[src/rtl/ews_pkg.sv]
package ews_pkg;
  localparam int DEF_SAMPLE_W = 12;
  localparam int DEF_POST_CNT = 3;
  localparam int DEF_DEPTH    = 8;

  function automatic int win_len(input int post_cnt);
    return post_cnt + 2;
  endfunction
endpackage

[src/rtl/ews_cmp.sv]
module ews_cmp #(
  parameter int W = 12
) (
  input  logic         valid,
  input  logic [W-1:0] sample,
  input  logic [W-1:0] thr,
  output logic         hit
);
  always_comb begin
    hit = valid && ($signed(sample) > $signed(thr));
  end
endmodule

[src/rtl/ews_ring.sv]
module ews_ring #(
  parameter int W     = 12,
  parameter int DEPTH = 8,
  localparam int AW   = $clog2(DEPTH)
) (
  input  logic          clk,
  input  logic          rst_n,
  input  logic          wr_en,
  input  logic [W-1:0]  wr_data,
  input  logic [AW-1:0] rd_addr,
  output logic [W-1:0]  rd_data,
  output logic [AW-1:0] wr_ptr
);
  logic [W-1:0]  slot_q [DEPTH];
  logic [AW-1:0] wr_ptr_d;

  for (genvar g = 0; g < DEPTH; g++) begin : g_slot
    logic slot_we;
    always_comb slot_we = wr_en && (wr_ptr == AW'(g));
    always_ff @(posedge clk or negedge rst_n) begin
      if (!rst_n)       slot_q[g] <= '0;
      else if (slot_we) slot_q[g] <= wr_data;
    end
  end

  always_comb begin
    wr_ptr_d = wr_ptr;
    if (wr_en) wr_ptr_d = wr_ptr + AW'(1);
  end

  always_ff @(posedge clk or negedge rst_n) begin
    if (!rst_n) wr_ptr <= '0;
    else        wr_ptr <= wr_ptr_d;
  end

  always_comb rd_data = slot_q[rd_addr];
endmodule

[src/rtl/ews_ctrl.sv]
module ews_ctrl #(
  parameter int AW  = 3,
  parameter int WIN = 5,
  localparam int CW = $clog2(WIN)
) (
  input  logic          clk,
  input  logic          rst_n,
  input  logic          hit,
  input  logic [AW-1:0] wr_ptr,
  output logic [AW-1:0] rd_addr,
  output logic          rd_go,
  output logic          rd_last,
  output logic          busy
);
  logic          busy_d;
  logic [AW-1:0] rd_d;
  logic [CW-1:0] cnt_q, cnt_d;

  always_comb begin
    rd_go   = busy && (rd_addr != wr_ptr);
    rd_last = rd_go && (cnt_q == CW'(WIN - 1));
    busy_d  = busy;
    rd_d    = rd_addr;
    cnt_d   = cnt_q;
    if (!busy) begin
      if (hit) begin
        busy_d = 1'b1;
        rd_d   = wr_ptr - AW'(1);
        cnt_d  = '0;
      end
    end else if (rd_go) begin
      rd_d  = rd_addr + AW'(1);
      cnt_d = cnt_q + CW'(1);
      if (rd_last) busy_d = 1'b0;
    end
  end

  always_ff @(posedge clk or negedge rst_n) begin
    if (!rst_n) begin
      busy    <= 1'b0;
      rd_addr <= '0;
      cnt_q   <= '0;
    end else begin
      busy    <= busy_d;
      rd_addr <= rd_d;
      cnt_q   <= cnt_d;
    end
  end
endmodule

[src/rtl/edge_window_sel.sv]
module edge_window_sel #(
  parameter int SAMPLE_W = ews_pkg::DEF_SAMPLE_W,
  parameter int POST_CNT = ews_pkg::DEF_POST_CNT,
  parameter int DEPTH    = ews_pkg::DEF_DEPTH,
  localparam int AW      = $clog2(DEPTH),
  localparam int WIN     = ews_pkg::win_len(POST_CNT)
) (
  input  logic                clk,
  input  logic                rst_n,
  input  logic                in_valid,
  input  logic [SAMPLE_W-1:0] in_sample,
  input  logic [SAMPLE_W-1:0] thresh,
  output logic                out_valid,
  output logic [SAMPLE_W-1:0] out_data,
  output logic                out_last
);
  logic                hit;
  logic                busy;
  logic                rd_go;
  logic                rd_last;
  logic [AW-1:0]       rd_addr;
  logic [AW-1:0]       wr_ptr;
  logic [SAMPLE_W-1:0] rd_data;
  logic [SAMPLE_W-1:0] data_d;

  ews_cmp #(.W(SAMPLE_W)) cmp_i (
    .valid  (in_valid),
    .sample (in_sample),
    .thr    (thresh),
    .hit    (hit)
  );

  ews_ring #(.W(SAMPLE_W), .DEPTH(DEPTH)) ring_i (
    .clk     (clk),
    .rst_n   (rst_n),
    .wr_en   (in_valid),
    .wr_data (in_sample),
    .rd_addr (rd_addr),
    .rd_data (rd_data),
    .wr_ptr  (wr_ptr)
  );

  ews_ctrl #(.AW(AW), .WIN(WIN)) ctrl_i (
    .clk     (clk),
    .rst_n   (rst_n),
    .hit     (hit),
    .wr_ptr  (wr_ptr),
    .rd_addr (rd_addr),
    .rd_go   (rd_go),
    .rd_last (rd_last),
    .busy    (busy)
  );

  always_comb begin
    data_d = out_data;
    if (rd_go) data_d = rd_data;
  end

  always_ff @(posedge clk or negedge rst_n) begin
    if (!rst_n) begin
      out_valid <= 1'b0;
      out_last  <= 1'b0;
      out_data  <= '0;
    end else begin
      out_valid <= rd_go;
      out_last  <= rd_last;
      out_data  <= data_d;
    end
  end
endmodule

[config.mk]
export PLATFORM = sky130hd
export DESIGN_NAME = edge_window_sel
export DESIGN_NICKNAME = d
export VERILOG_FILES = /design/src/rtl/ews_pkg.sv /design/src/rtl/ews_cmp.sv /design/src/rtl/ews_ring.sv /design/src/rtl/ews_ctrl.sv /design/src/rtl/edge_window_sel.sv
export SDC_FILE = /design/constraint.sdc
export NUM_CORES = 1
export LEC_CHECK = 0
export ABC_AREA = 1
export BUFFER_PORTS_ARGS = -buffer_cell sky130_fd_sc_hd__clkbuf_2
export CORE_MARGIN = 4
export CORE_UTILIZATION = 60
export DETAILED_ROUTE_END_ITERATION = 10
export PLACE_DENSITY = 0.8
export SKIP_LAST_GASP = 1
export SLEW_MARGIN = 5
export SYNTH_ARGS = -nofsm -noshare
export SYNTH_HDL_FRONTEND = slang
export SYNTH_SLANG_ARGS = --single-unit
[constraint.sdc]
create_clock -name clk -period 1.64 [get_ports clk]
set_input_delay 0.082 -clock clk [delete_from_list [all_inputs] [get_ports clk]]
set_output_delay 0.082 -clock clk [all_outputs]
set_load 0.005 [all_outputs]
==> summary.md <==
| Metric | Value |
|---|---|
| Initial detailed-routing violation count | 501 |
| Final Skew | 6.81 ps |
| DRT Pass-1 Iters | 7 |
| Syn Nets | 696 |
| Req. time, crit path | 2030 ps |
| Row count | 35 |
| GRT Residual Overflow | 0 |
| Number of global-route vias before repair | 5141 |
| Sequential cell area | 3000 sq um |
| DP HPWL | 9220 um |
| DR vias | 5017 |
| Fraction of registers with async set or reset after synthesis | 100% |
| Leakage | approximately 3.4 nW |
| H-tree depth | 4 |
| TritonCTS clock tree | done |
| Run status | finished with violations |
| DIE AREA | 11300 sq um |
| Yosys warning count | 0 |
| N_diodes | 0 |
| Synth top area share | 52.0% |
| PD cells | 2150 nW/um^2 |
| Multi-input gate area | about 2400 sq um |
| Setup violators final | 0 |
| Routed WL | 15300 um |
| Num CTS Buffers | 17 |
| Syn Inst Count | 647 |
| Syn-to-layout area delta | 20.3% |
| # port buffers | 40 |
| First-pass GRT wire length | 25300 um |
| Worst R2R Start | ring_i.wr_ptr[0]$_DFFE_PN0P_ |
| Pre-CTS WS | 141 ps |
| Fin. Hold Viols | 2 |
| Die width | between 100 and 150 um |
| Fraction of the yosys area taken by sequential cells | a little over half |
| Worst setup path startpoint | ring_i.wr_ptr[0]$_DFFE_PN0P_ |
| Initial antenna violation count | 0 |
| CTS sink cnt | 120 |
| Fin nets | 746 |
| Area leader, netlist | dfrtp_1 |
| Count of cell types in the netlist | 29 |
| Tmin final | 1530 ps |
| DRC Markers | 0 |
| Wire length per cell | 18.2 um |
| Clock transition at path regs | 60 ps |
| Clock buffer depth | 2 |
| Synth area leaders | dfrtp_1 52%, o21ai_0 11%, nand2_1 9.8%, ha_1 4.8%, nor2_1 3.3% |
| Tot Pwr | between 10 and 15 mW |
| Fmax | 652 MHz |
| Pins Over Slew Limit | 0 |
| Failing checks | hold timing |
| Fin crit share | 93.6% |
| Tightest Pin Transition | 396 ps |
| Synth Area per Inst | ~8.9 sq um |
| Hold path start | in_sample[9] |
| Peak VDD IR | 1.02 mV |
| Min-Delay Path Class | input pin to flip-flop |
| Vias per cell | 5.98 |
| Final Worst Setup Slack | 106 ps |
| Crit start category | flip-flop |
| Final antenna-violating net count | 0 |
| Fillers | about 630 |
| # IOs | 41 |
| GPL Wtd Cong | 0.846 |
| CP Class | flip-flop to flip-flop |
| Clk_lat worst skew | 510 ps |
| CP Capture Type | flip-flop |
| Layout cells sized above 1 | 16.6% |
| Core ar. | 9280 sq um |
| Initial Utilization | 62.2% |
| Largest net degree at the start of global routing | between 50 and 60 |
| Root buffer cell | clkbuf_8 |
| Die height | approximately 110 um |
| Worst endpoint data arrival time | 1920 ps |
| Post-synth EDFFs | 0 |
| Crit-path max FO | 24 |
| Synth Register Bits | 120 |
| Worst slew margin | around 74% |
| Mapped Area | 5770 sq um |
| Hold WS | -1.83 ps |
| Prevailing post-synth register cell | dfrtp_1 |
| Global Route Usage Sum | 29.1% |
| Max-cap viol count | 0 |
-- cell usage after synthesis (2+ instances only) --
master,n
buf_4,5
buf_6,5
nand2_2,3
nor2_1,50
mux2i_1,17
o32ai_1,7
o221ai_1,10
ha_1,22
nand4_1,2
dfrtp_1,120
buf_2,16
inv_2,3
o21ai_0,130
a21oi_1,3
clkbuf_1,13
xnor2_1,3
nor2_2,2
nand2_1,151
o21ai_2,8
inv_1,40
o21ai_1,2
nand3_1,21
o22ai_1,8
-- placed cells by master (no fill, tap or decap), types with 4 or more instances in the layout --
| cell type | instances |
|---|---|
| clkbuf_2 | 39 |
| buf_4 | 14 |
| buf_12 | 11 |
| bufinv_16 | 5 |
| o221ai_1 | 10 |
| mux2i_1 | 17 |
| dlygate4sd3_1 | 6 |
| nand2_2 | 4 |
| inv_1 | 39 |
| nand2_1 | 150 |
| dfrtp_1 | 119 |
| nand3_1 | 21 |
| ha_1 | 21 |
| clkbuf_16 | 16 |
| o32ai_1 | 7 |
| o21ai_2 | 8 |
| o21ai_0 | 130 |
| o22ai_1 | 8 |
| inv_2 | 4 |
| nor2_1 | 50 |
-- sequential cells by signal, summed over array words and instances (netlist names) --
register        flops
ctrl_i.busy         1
ctrl_i.cnt_q        3
ctrl_i.rd_addr      3
out_data           12
out_last            1
out_valid           1
ring_i.slot_q      96
ring_i.wr_ptr       3
-- per-layer routing --
layer	GRT usage (%)	routed length (um)	share of wire, %
met1	35.9	5910	39
met2	47.8	7680	50
met3	8.08	1300	8.5
met4	13.3	368	2.4
met5	0	0	0
-- kinds of logic (layout without fill, tap and decap cells) --
kind of cell / Yosys count / in the layout / share of synthesized area, %
flops: 120 / 120 / 52.0
mux: 17 / 17 / 2.95
xor+xnor: 4 / 4 / 0.607
compound gates: 170 / 170 / 16.7
buf+inv: 83 / 146 / 6.77
simple gates: 231 / 231 / 16.2
fa+ha+maj: 22 / 22 / 4.77
-- stage by stage --
step	TNS, ps	util [%]	cell area [sq um]	cells
after floorplan	0	-	5770	647
after global placement	0	67.1	6230	801
after detailed placement	0	67.1	6230	801
after CTS	0	74.6	6920	839
after global routing	-35.4	74.7	6940	839
final	0	74.7	6940	839
-- critical path, stage by stage (launching register included) --
cell	delay (ps)
dfrtp_1	470
inv_2	130
ha_1	170
nand3_1	120
buf_12	190
o21ai_0	310
-- cell type report --
class | count | area share [%]
multi-input combinational | 444 | 34.5
sequential | 120 | 43.3
inverter | 44 | 2.42
clock buffer | 20 | 6.27
timing repair buffer | 70 | 8.37
tap | 129 | 2.33
clock inverter | 12 | 2.85
-- what timing repair did --
action,in CTS,in global routing
hold buffers,6,0
endpoints found under the setup margin,0,15
buffers inserted,0,0
resized for setup,0,3
endpoints found under the hold margin,145,0
-- final timing paths --
| path | to | slack (ps) | cells past startpoint |
|---|---|---|---|
| min in group asynchronous | ring_i.slot_q[13]$_DFFE_PN0P_ | 50 | 2 |
| max reg2reg | ring_i.slot_q[13]$_DFFE_PN0P_ | 110 | 5 |
| max | ring_i.slot_q[13]$_DFFE_PN0P_ | 110 | 5 |
| max in group asynchronous | ring_i.slot_q[78]$_DFFE_PN0P_ | 930 | 3 |
| min | ring_i.slot_q[69]$_DFFE_PN0P_ | -2 | 3 |
| min reg2reg | ring_i.slot_q[18]$_DFFE_PN0P_ | 480 | 2 |
-- power by group --
group,internal [mW],leakage (nW),switching (mW)
Sequential,4.33,1.51,0.913
Combinational,2.27,1.64,3.36
Clock,2.66,0.305,1.35
Power figures use the tool's default switching activity.
